`src/rtl/pipe4_pkg.sv`:
```
package pipe4_pkg;
  localparam int INSTR_W = 16;
  localparam int REG_N   = 8;
  localparam int REG_AW  = 3;
  localparam int OFF_W   = 9;

  typedef enum logic [3:0] {
    OP_NOP = 4'd0,
    OP_ADD = 4'd1,
    OP_SUB = 4'd2,
    OP_SHL = 4'd3,
    OP_BRN = 4'd4
  } opcode_e;

  // strobes from control to datapath
  typedef struct packed {
    logic fetch;
    logic stallD;
    logic redirect;
  } ctl_s;

  // status from datapath to control
  typedef struct packed {
    logic              dValid;
    logic [REG_AW-1:0] dSrcA;
    logic [REG_AW-1:0] dSrcB;
    logic              dUsesA;
    logic              dUsesB;
    logic              eValid;
    logic              eWen;
    logic [REG_AW-1:0] eDst;
    logic              sValid;
    logic              sIsBr;
    logic              fetchIsBr;
  } sts_s;

  function automatic logic isBr(input logic [INSTR_W-1:0] i);
    return i[15:12] == OP_BRN;
  endfunction

  function automatic logic writesReg(input logic [INSTR_W-1:0] i);
    return (i[15:12] == OP_ADD) || (i[15:12] == OP_SUB) || (i[15:12] == OP_SHL);
  endfunction

  function automatic logic usesA(input logic [INSTR_W-1:0] i);
    return writesReg(i) || isBr(i);
  endfunction

  function automatic logic usesB(input logic [INSTR_W-1:0] i);
    return (i[15:12] == OP_ADD) || (i[15:12] == OP_SUB);
  endfunction

  function automatic logic [REG_AW-1:0] srcA(input logic [INSTR_W-1:0] i);
    return ((i[15:12] == OP_SHL) || isBr(i)) ? i[11:9] : i[8:6];
  endfunction

  function automatic logic [REG_AW-1:0] srcB(input logic [INSTR_W-1:0] i);
    return i[5:3];
  endfunction
endpackage

```
`src/rtl/pipe4_ctrl.sv`:
```
module pipe4_ctrl
  import pipe4_pkg::*;
#(
  parameter int MISS_PEN = 3,
  parameter int CYC_W    = 16
) (
  input  logic             clk,
  input  logic             rst,
  input  sts_s             sts,
  input  logic             imemMiss,
  output ctl_s             ctl,
  output logic [CYC_W-1:0] cycleCnt
);
  localparam int MC_W = (MISS_PEN < 1) ? 1 : $clog2(MISS_PEN + 1);

  logic            brPending;
  logic [MC_W-1:0] missCnt;
  logic            hazard;
  logic            canFetch;
  logic            missWait;

  always_comb begin
    hazard = sts.dValid && sts.eValid && sts.eWen &&
             ((sts.dUsesA && (sts.dSrcA == sts.eDst)) ||
              (sts.dUsesB && (sts.dSrcB == sts.eDst)));
    canFetch = !brPending && !hazard;
    missWait = canFetch && imemMiss && (missCnt != MC_W'(MISS_PEN));
    ctl.fetch    = canFetch && !missWait;
    ctl.stallD   = hazard;
    ctl.redirect = sts.sValid && sts.sIsBr;
  end

  always_ff @(posedge clk) begin
    if (rst) begin
      brPending <= 1'b0;
      missCnt   <= '0;
      cycleCnt  <= CYC_W'(1);
    end else begin
      cycleCnt <= cycleCnt + CYC_W'(1);
      if (missWait)       missCnt <= missCnt + MC_W'(1);
      else if (ctl.fetch) missCnt <= '0;
      if (ctl.fetch && sts.fetchIsBr)    brPending <= 1'b1;
      else if (sts.sValid && sts.sIsBr)  brPending <= 1'b0;
    end
  end

  // a branch in result store was fetched under the block
  p_branch_block_r4: assert property (@(posedge clk) disable iff (rst)
    (sts.sValid && sts.sIsBr) |-> brPending);

  // fetch resumes only after the branch has left result store
  p_resume_r4: assert property (@(posedge clk) disable iff (rst)
    $fell(brPending) |-> $past(sts.sValid && sts.sIsBr));
endmodule

```
`src/rtl/pipe4_dpath.sv`:
```
module pipe4_dpath
  import pipe4_pkg::*;
#(
  parameter int DATA_W   = 16,
  parameter int PC_W     = 10,
  parameter int RESET_PC = 0
) (
  input  logic              clk,
  input  logic              rst,
  input  ctl_s              ctl,
  output sts_s              sts,
  output logic [PC_W-1:0]   imemAddr,
  input  logic [INSTR_W-1:0] imemData,
  output logic              retireValid,
  output logic [PC_W-1:0]   retirePc,
  output logic              retireWen,
  output logic [REG_AW-1:0] retireDst,
  output logic [DATA_W-1:0] retireData
);
  logic [DATA_W-1:0]  regFile [REG_N];
  logic [PC_W-1:0]    fetchPc;
  logic               dValid, eValid, sValid;
  logic [INSTR_W-1:0] dInstr, eInstr;
  logic [PC_W-1:0]    dPc, ePc, sPc, sTarget;
  logic [DATA_W-1:0]  eOpA, eOpB, sResult, rdA, rdB, aluOut;
  logic               sWen, sIsBr, sTaken;
  logic [REG_AW-1:0]  sDst;
  logic [PC_W-1:0]    brOff;

  // register file, written first in the cycle
  always_comb begin
    rdA = (sValid && sWen && (sDst == srcA(dInstr))) ? sResult : regFile[srcA(dInstr)];
    rdB = (sValid && sWen && (sDst == srcB(dInstr))) ? sResult : regFile[srcB(dInstr)];
  end

  always_ff @(posedge clk) begin
    if (rst) begin
      for (int k = 0; k < REG_N; k++) regFile[k] <= DATA_W'(k);
    end else if (sValid && sWen) begin
      regFile[sDst] <= sResult;
    end
  end

  // fetch and decode
  assign imemAddr = fetchPc;

  always_ff @(posedge clk) begin
    if (rst) begin
      fetchPc <= PC_W'(RESET_PC);
      dValid  <= 1'b0;
      dInstr  <= '0;
      dPc     <= '0;
    end else begin
      if (ctl.redirect && sTaken) fetchPc <= sTarget;
      else if (ctl.fetch)         fetchPc <= fetchPc + PC_W'(1);
      if (!ctl.stallD) begin
        dValid <= ctl.fetch;
        if (ctl.fetch) begin
          dInstr <= imemData;
          dPc    <= fetchPc;
        end
      end
    end
  end

  // execute
  always_comb begin
    unique case (eInstr[15:12])
      OP_ADD:  aluOut = eOpA + eOpB;
      OP_SUB:  aluOut = eOpA - eOpB;
      OP_SHL:  aluOut = {eOpA[DATA_W-2:0], 1'b0};
      default: aluOut = '0;
    endcase
    brOff = {{(PC_W-OFF_W){eInstr[OFF_W-1]}}, eInstr[OFF_W-1:0]};
  end

  always_ff @(posedge clk) begin
    if (rst) begin
      eValid <= 1'b0;
      sValid <= 1'b0;
    end else begin
      eValid <= dValid && !ctl.stallD;
      sValid <= eValid;
    end
    eInstr  <= dInstr;
    ePc     <= dPc;
    eOpA    <= rdA;
    eOpB    <= rdB;
    sPc     <= ePc;
    sWen    <= eValid && writesReg(eInstr);
    sDst    <= eInstr[11:9];
    sResult <= aluOut;
    sIsBr   <= isBr(eInstr);
    sTaken  <= isBr(eInstr) && eOpA[DATA_W-1];
    sTarget <= ePc + brOff;
  end

  always_comb begin
    sts.dValid    = dValid;
    sts.dSrcA     = srcA(dInstr);
    sts.dSrcB     = srcB(dInstr);
    sts.dUsesA    = usesA(dInstr);
    sts.dUsesB    = usesB(dInstr);
    sts.eValid    = eValid;
    sts.eWen      = writesReg(eInstr);
    sts.eDst      = eInstr[11:9];
    sts.sValid    = sValid;
    sts.sIsBr     = sIsBr;
    sts.fetchIsBr = isBr(imemData);
  end

  assign retireValid = sValid;
  assign retirePc    = sPc;
  assign retireWen   = sValid && sWen;
  assign retireDst   = sDst;
  assign retireData  = sResult;

  // decode holds its contents through a stall
  p_stall_hold_r5: assert property (@(posedge clk) disable iff (rst)
    ctl.stallD |=> dValid && $stable(dInstr) && $stable(dPc));

  // a stall sends a bubble into execute
  p_bubble_r5: assert property (@(posedge clk) disable iff (rst)
    ctl.stallD |=> !eValid);

  // no instruction read a register its predecessor had not yet stored
  p_dep_order_r6: assert property (@(posedge clk) disable iff (rst)
    !(eValid && sValid && sWen &&
      ((usesA(eInstr) && (srcA(eInstr) == sDst)) ||
       (usesB(eInstr) && (srcB(eInstr) == sDst)))));

  // at most one branch in flight
  p_one_branch_r4: assert property (@(posedge clk) disable iff (rst)
    $countones({dValid && isBr(dInstr), eValid && isBr(eInstr), sValid && sIsBr}) <= 1);
endmodule

```
`src/rtl/inorder_pipe4.sv`:
```
module inorder_pipe4
  import pipe4_pkg::*;
#(
  parameter int DATA_W   = 16,
  parameter int PC_W     = 10,
  parameter int CYC_W    = 16,
  parameter int MISS_PEN = 3,
  parameter int RESET_PC = 0
) (
  input  logic              clk,
  input  logic              rst,
  output logic [PC_W-1:0]   imemAddr,
  input  logic [15:0]       imemData,
  input  logic              imemMiss,
  output logic              retireValid,
  output logic [PC_W-1:0]   retirePc,
  output logic [CYC_W-1:0]  retireCycle,
  output logic              retireWen,
  output logic [2:0]        retireDst,
  output logic [DATA_W-1:0] retireData
);
  ctl_s ctl;
  sts_s sts;

  pipe4_ctrl #(.MISS_PEN(MISS_PEN), .CYC_W(CYC_W)) ctrl_i (
    .clk(clk), .rst(rst), .sts(sts), .imemMiss(imemMiss),
    .ctl(ctl), .cycleCnt(retireCycle)
  );

  pipe4_dpath #(.DATA_W(DATA_W), .PC_W(PC_W), .RESET_PC(RESET_PC)) dpath_i (
    .clk(clk), .rst(rst), .ctl(ctl), .sts(sts),
    .imemAddr(imemAddr), .imemData(imemData),
    .retireValid(retireValid), .retirePc(retirePc), .retireWen(retireWen),
    .retireDst(retireDst), .retireData(retireData)
  );
endmodule

```
`config.mk`:
```
export PLATFORM = sky130hd
export DESIGN_NAME = inorder_pipe4
export DESIGN_NICKNAME = d
export VERILOG_FILES = /design/src/rtl/pipe4_pkg.sv /design/src/rtl/pipe4_ctrl.sv /design/src/rtl/pipe4_dpath.sv /design/src/rtl/inorder_pipe4.sv
export SDC_FILE = /design/constraint.sdc
export NUM_CORES = 1
export LEC_CHECK = 0
export BUFFER_PORTS_ARGS = -buffer_cell sky130_fd_sc_hd__buf_2
export CAP_MARGIN = 0
export CORE_MARGIN = 1
export CORE_UTILIZATION = 43
export CTS_CLUSTER_SIZE = 20
export DETAILED_ROUTE_END_ITERATION = 8
export PLACE_DENSITY = 0.67
export SYNTH_ARGS = -nofsm -noshare
export SYNTH_HDL_FRONTEND = slang
export SYNTH_SLANG_ARGS = --single-unit
```
`constraint.sdc`:
```
create_clock -name clk -period 4.2 [get_ports clk]
set_input_delay 0.42 -clock clk [delete_from_list [all_inputs] [get_ports clk]]
set_output_delay 0.42 -clock clk [all_outputs]
set_load 0.005 [all_outputs]
```
==> flow_metrics.py <==
metrics = {
    "detailed_routing": {
        "drt_iter0_drc": 619,
        "dr.pass1.iters": 7,
        "num_vias": 8495,
        "vias_per_cell": 5.41,
        "wire_per_inst_um": 19.5,
        "ant_nets": 0,
        "wl_um": 30600,
        "drc": 0,
    },
    "flow_run": {
        "cap_violations": 0,
    },
    "place": {
        "port-buffer-count": 75,
        "place_hpwl_um": 20500,
        "place_inst": 1513,
        "gp_congestion": 0.840,
        "place_area_um2": 14000,
        "dp_slack_ns": 0.785,
    },
    "sta": {
        "min_period_over_period_pct": 82.9,
        "tightest_slew_ns": 0.935,
        "rsz0062_at_grt": "false",
        "fmax_mhz": 287,
        "finClkSkew_ns": 0.0146,
        "post-route-min-period_ns": 3.48,
        "setup_viol": 0,
        "hold_viol_final": 0,
        "relSlewSlack_pct": 37.7,
        "timing.final.ws_setup_ns": 0.719,
        "worst_hold_slack_ns": 0.108,
        "drv_slew": 0,
        "final.setup.tns_ns": 0,
    },
    "power": {
        "p_leak_nw": 6.01,
        "total_power_mw": 7.58,
        "p_switching_mw": 2.19,
        "internal_power_mw": 5.40,
        "pwr-share-seq_pct": 46.3,
        "power_density_nw_per_um2": 507,
        "ir_drop_mv": 0.337,
        "p_comb_share_pct": 18.8,
        "switching_share_pct": 28.8,
        "clkPwrFrac_pct": 34.9,
    },
    "worst_setup_path": {
        "cp_max_fo": 4,
        "critPathMaxStageDelay_ns": 0.58,
        "required_ns": 4.61,
        "r2r_slack_ns": 0.72,
        "cpMostUsedCell": "nand2_1",
        "crit_arrival_ns": 3.89,
        "cp-start-kind": "flop",
        "worstSetupPathType": "flop to flop",
        "cp_slowest_cell": "or4_1",
        "cp-end-kind": "flop",
        "cp_cell_sequence": "or4_1, or3_1, o31ai_1, xor2_1, ha_1, nand2_1, nor2_1, nand2_1, a311oi_1, nor4b_1, o21bai_1, xnor2_1, o21ai_0",
    },
    "synthesis": {
        "async_flop_share_pct": 0,
        "netlist_area_um2": 13200,
        "synth_seq_cells": 289,
        "netlist_instances": 1086,
        "synth_ff_type": "dfxtp_1",
        "postSynthAreaPerCell_um2": 12.1,
        "ys_seq_area_share_pct": 53.7,
        "yosysWarnings": 0,
        "synth_edf_count": 128,
        "synth_cell_type_count": 57,
        "syn-num-nets": 1135,
    },
    "clocking": {
        "cts_num_sinks": 289,
        "cts-root-buf": "clkbuf_16",
        "post_cts_buffers": 0,
        "clock_latency_ns": 0.55,
        "cts_resized": 0,
        "cts_buffer_depth": 3,
        "cts_buffers": 30,
        "htree_levels": 1,
        "cts_tree": "built",
        "hold_buffers": 0,
        "clk_pin_slew_ns": 0.07,
    },
    "global_routing": {
        "grt_antenna_before_repair": 2,
        "grt_pass1_vias": 8443,
        "grt_max_degree": 67,
        "grt_usage_pct": 19.8,
        "grt_pass1_wl_um": 47600,
        "overflow": 0,
    },
    "cells_and_area": {
        "final_cell_mix": "dfxtp_1 (160), edfxtp_1 (128), and2_1 (119)",
        "stdcell_count": 1569,
        "fin_area_um2": 14900,
        "fin_nets": 1204,
        "utilization_pct": 50.0,
        "layout_commonest_cell": "dfxtp_1",
        "area_growth_pct": 13.6,
        "antenna_cells": 0,
        "layout-drive-gt1-share_pct": 19.1,
        "fill_cells": 2590,
    },
    "die": {
        "die_width_um": 177,
        "core_um2": 29900,
        "fp-row-count": 63,
        "die_h_um": 177,
        "start_util_pct": 44.0,
        "io_pins": 76,
        "die-area_um2": 31300,
    },
    "run_status": {
        "status": "finished clean",
    },
    "worst_hold_path": {
        "hp-class": "input pin to flop",
    },
}
state kept, by name (all words and copies together) (netlist names), named ones only:
name / cells
dpath_i.sIsBr: 1
dpath_i.dInstr: 16
dpath_i.sWen: 1
dpath_i.retirePc: 10
dpath_i.dValid: 1
dpath_i.sTaken: 1
dpath_i.regFile: 128
dpath_i.eOpA: 16
dpath_i.retireData: 16
dpath_i.dPc: 10
ctrl_i.cycleCnt: 16
dpath_i.imemAddr: 10
dpath_i.retireValid: 1
dpath_i.eOpB: 16
dpath_i.sTarget: 10
dpath_i.retireDst: 3
dpath_i.ePc: 10
dpath_i.eValid: 1
dpath_i.eInstr: 16
ctrl_i.missCnt: 2
ctrl_i.brPending: 1
final timing paths:
check | startpoint | end | cells after the start
hold / removal | imemData[6] | dpath_i.dInstr[6] | 3
hold reg to reg | dpath_i.dPc[5] | dpath_i.ePc[5] | 0
setup / recovery | dpath_i.eOpB[6] | dpath_i.retireData[15] | 13
setup reg to reg | dpath_i.eOpB[6] | dpath_i.retireData[15] | 13
final cells by class:
class,count,area [um^2],area share [%]
Sequential cell,289,7070,47.3
Multi-Input combinational cell,722,5810,38.9
Clock buffer,39,848,5.68
Timing Repair Buffer,94,518,3.47
Tap cell,390,488,3.26
Clock inverter,17,144,0.963
Inverter,18,67.6,0.452
synth_stat cells, types with 13 or more instances:
cell type | count | share of area, %
ha_1 | 28 | 2.7
nand2_1 | 50 | 1.4
edfxtp_1 | 128 | 29
dfxtp_1 | 161 | 25
mux2i_1 | 60 | 4.6
clkbuf_1 | 42 | 1.2
a21oi_1 | 34 | 1.3
and2_1 | 119 | 5.7
xor2_1 | 41 | 2.7
or3_1 | 15 | 0.71
mux4_2 | 64 | 11
nand3_1 | 16 | 0.61
o21ai_0 | 45 | 1.7
xnor2_1 | 25 | 1.7
nor2_1 | 95 | 2.7
inv_1 | 18 | 0.51
or2_2 | 13 | 0.62
power by group through the flow:
stage               Sequential, mW  Combinational (mW)  Clock (mW)
floorplan                     3.41                1.07           0
global placement              3.56                1.41           0
detailed placement            3.56                1.43           0
CTS                           3.51                1.44        2.69
global route                  3.55                1.58        2.79
finish                        3.51                1.43        2.65
cell families after synthesis:
logic type,after synthesis,share of synthesized area [%]
fa+ha+maj,30,2.97
buf+inv,75,2.23
mux,124,15.5
flops,289,53.7
compound gates,130,6.17
simple gates,372,15.0
xor+xnor,66,4.39
metal layers:
layer	GRT usage, %	part of all wire, %	vias to the layer above
met5	0	0.039	-
met4	4.63	1.8	2
met3	3.26	6.6	48
met2	33.6	48	245
met1	26.5	43	4141
li1	-	-	4059
worst max-delay path: cells and delay by family, from the launching register on:
kind / cells / cell delay, ns
AOI/OAI and AO/OA: 4 / 1.09
and+or+nand+nor: 6 / 1.29
xor gates and xnor gates: 2 / 0.27
DFF: 1 / 0.32
adders and majority gates: 1 / 0.37
No activity file was read; power rests on OpenSTA's default activity.
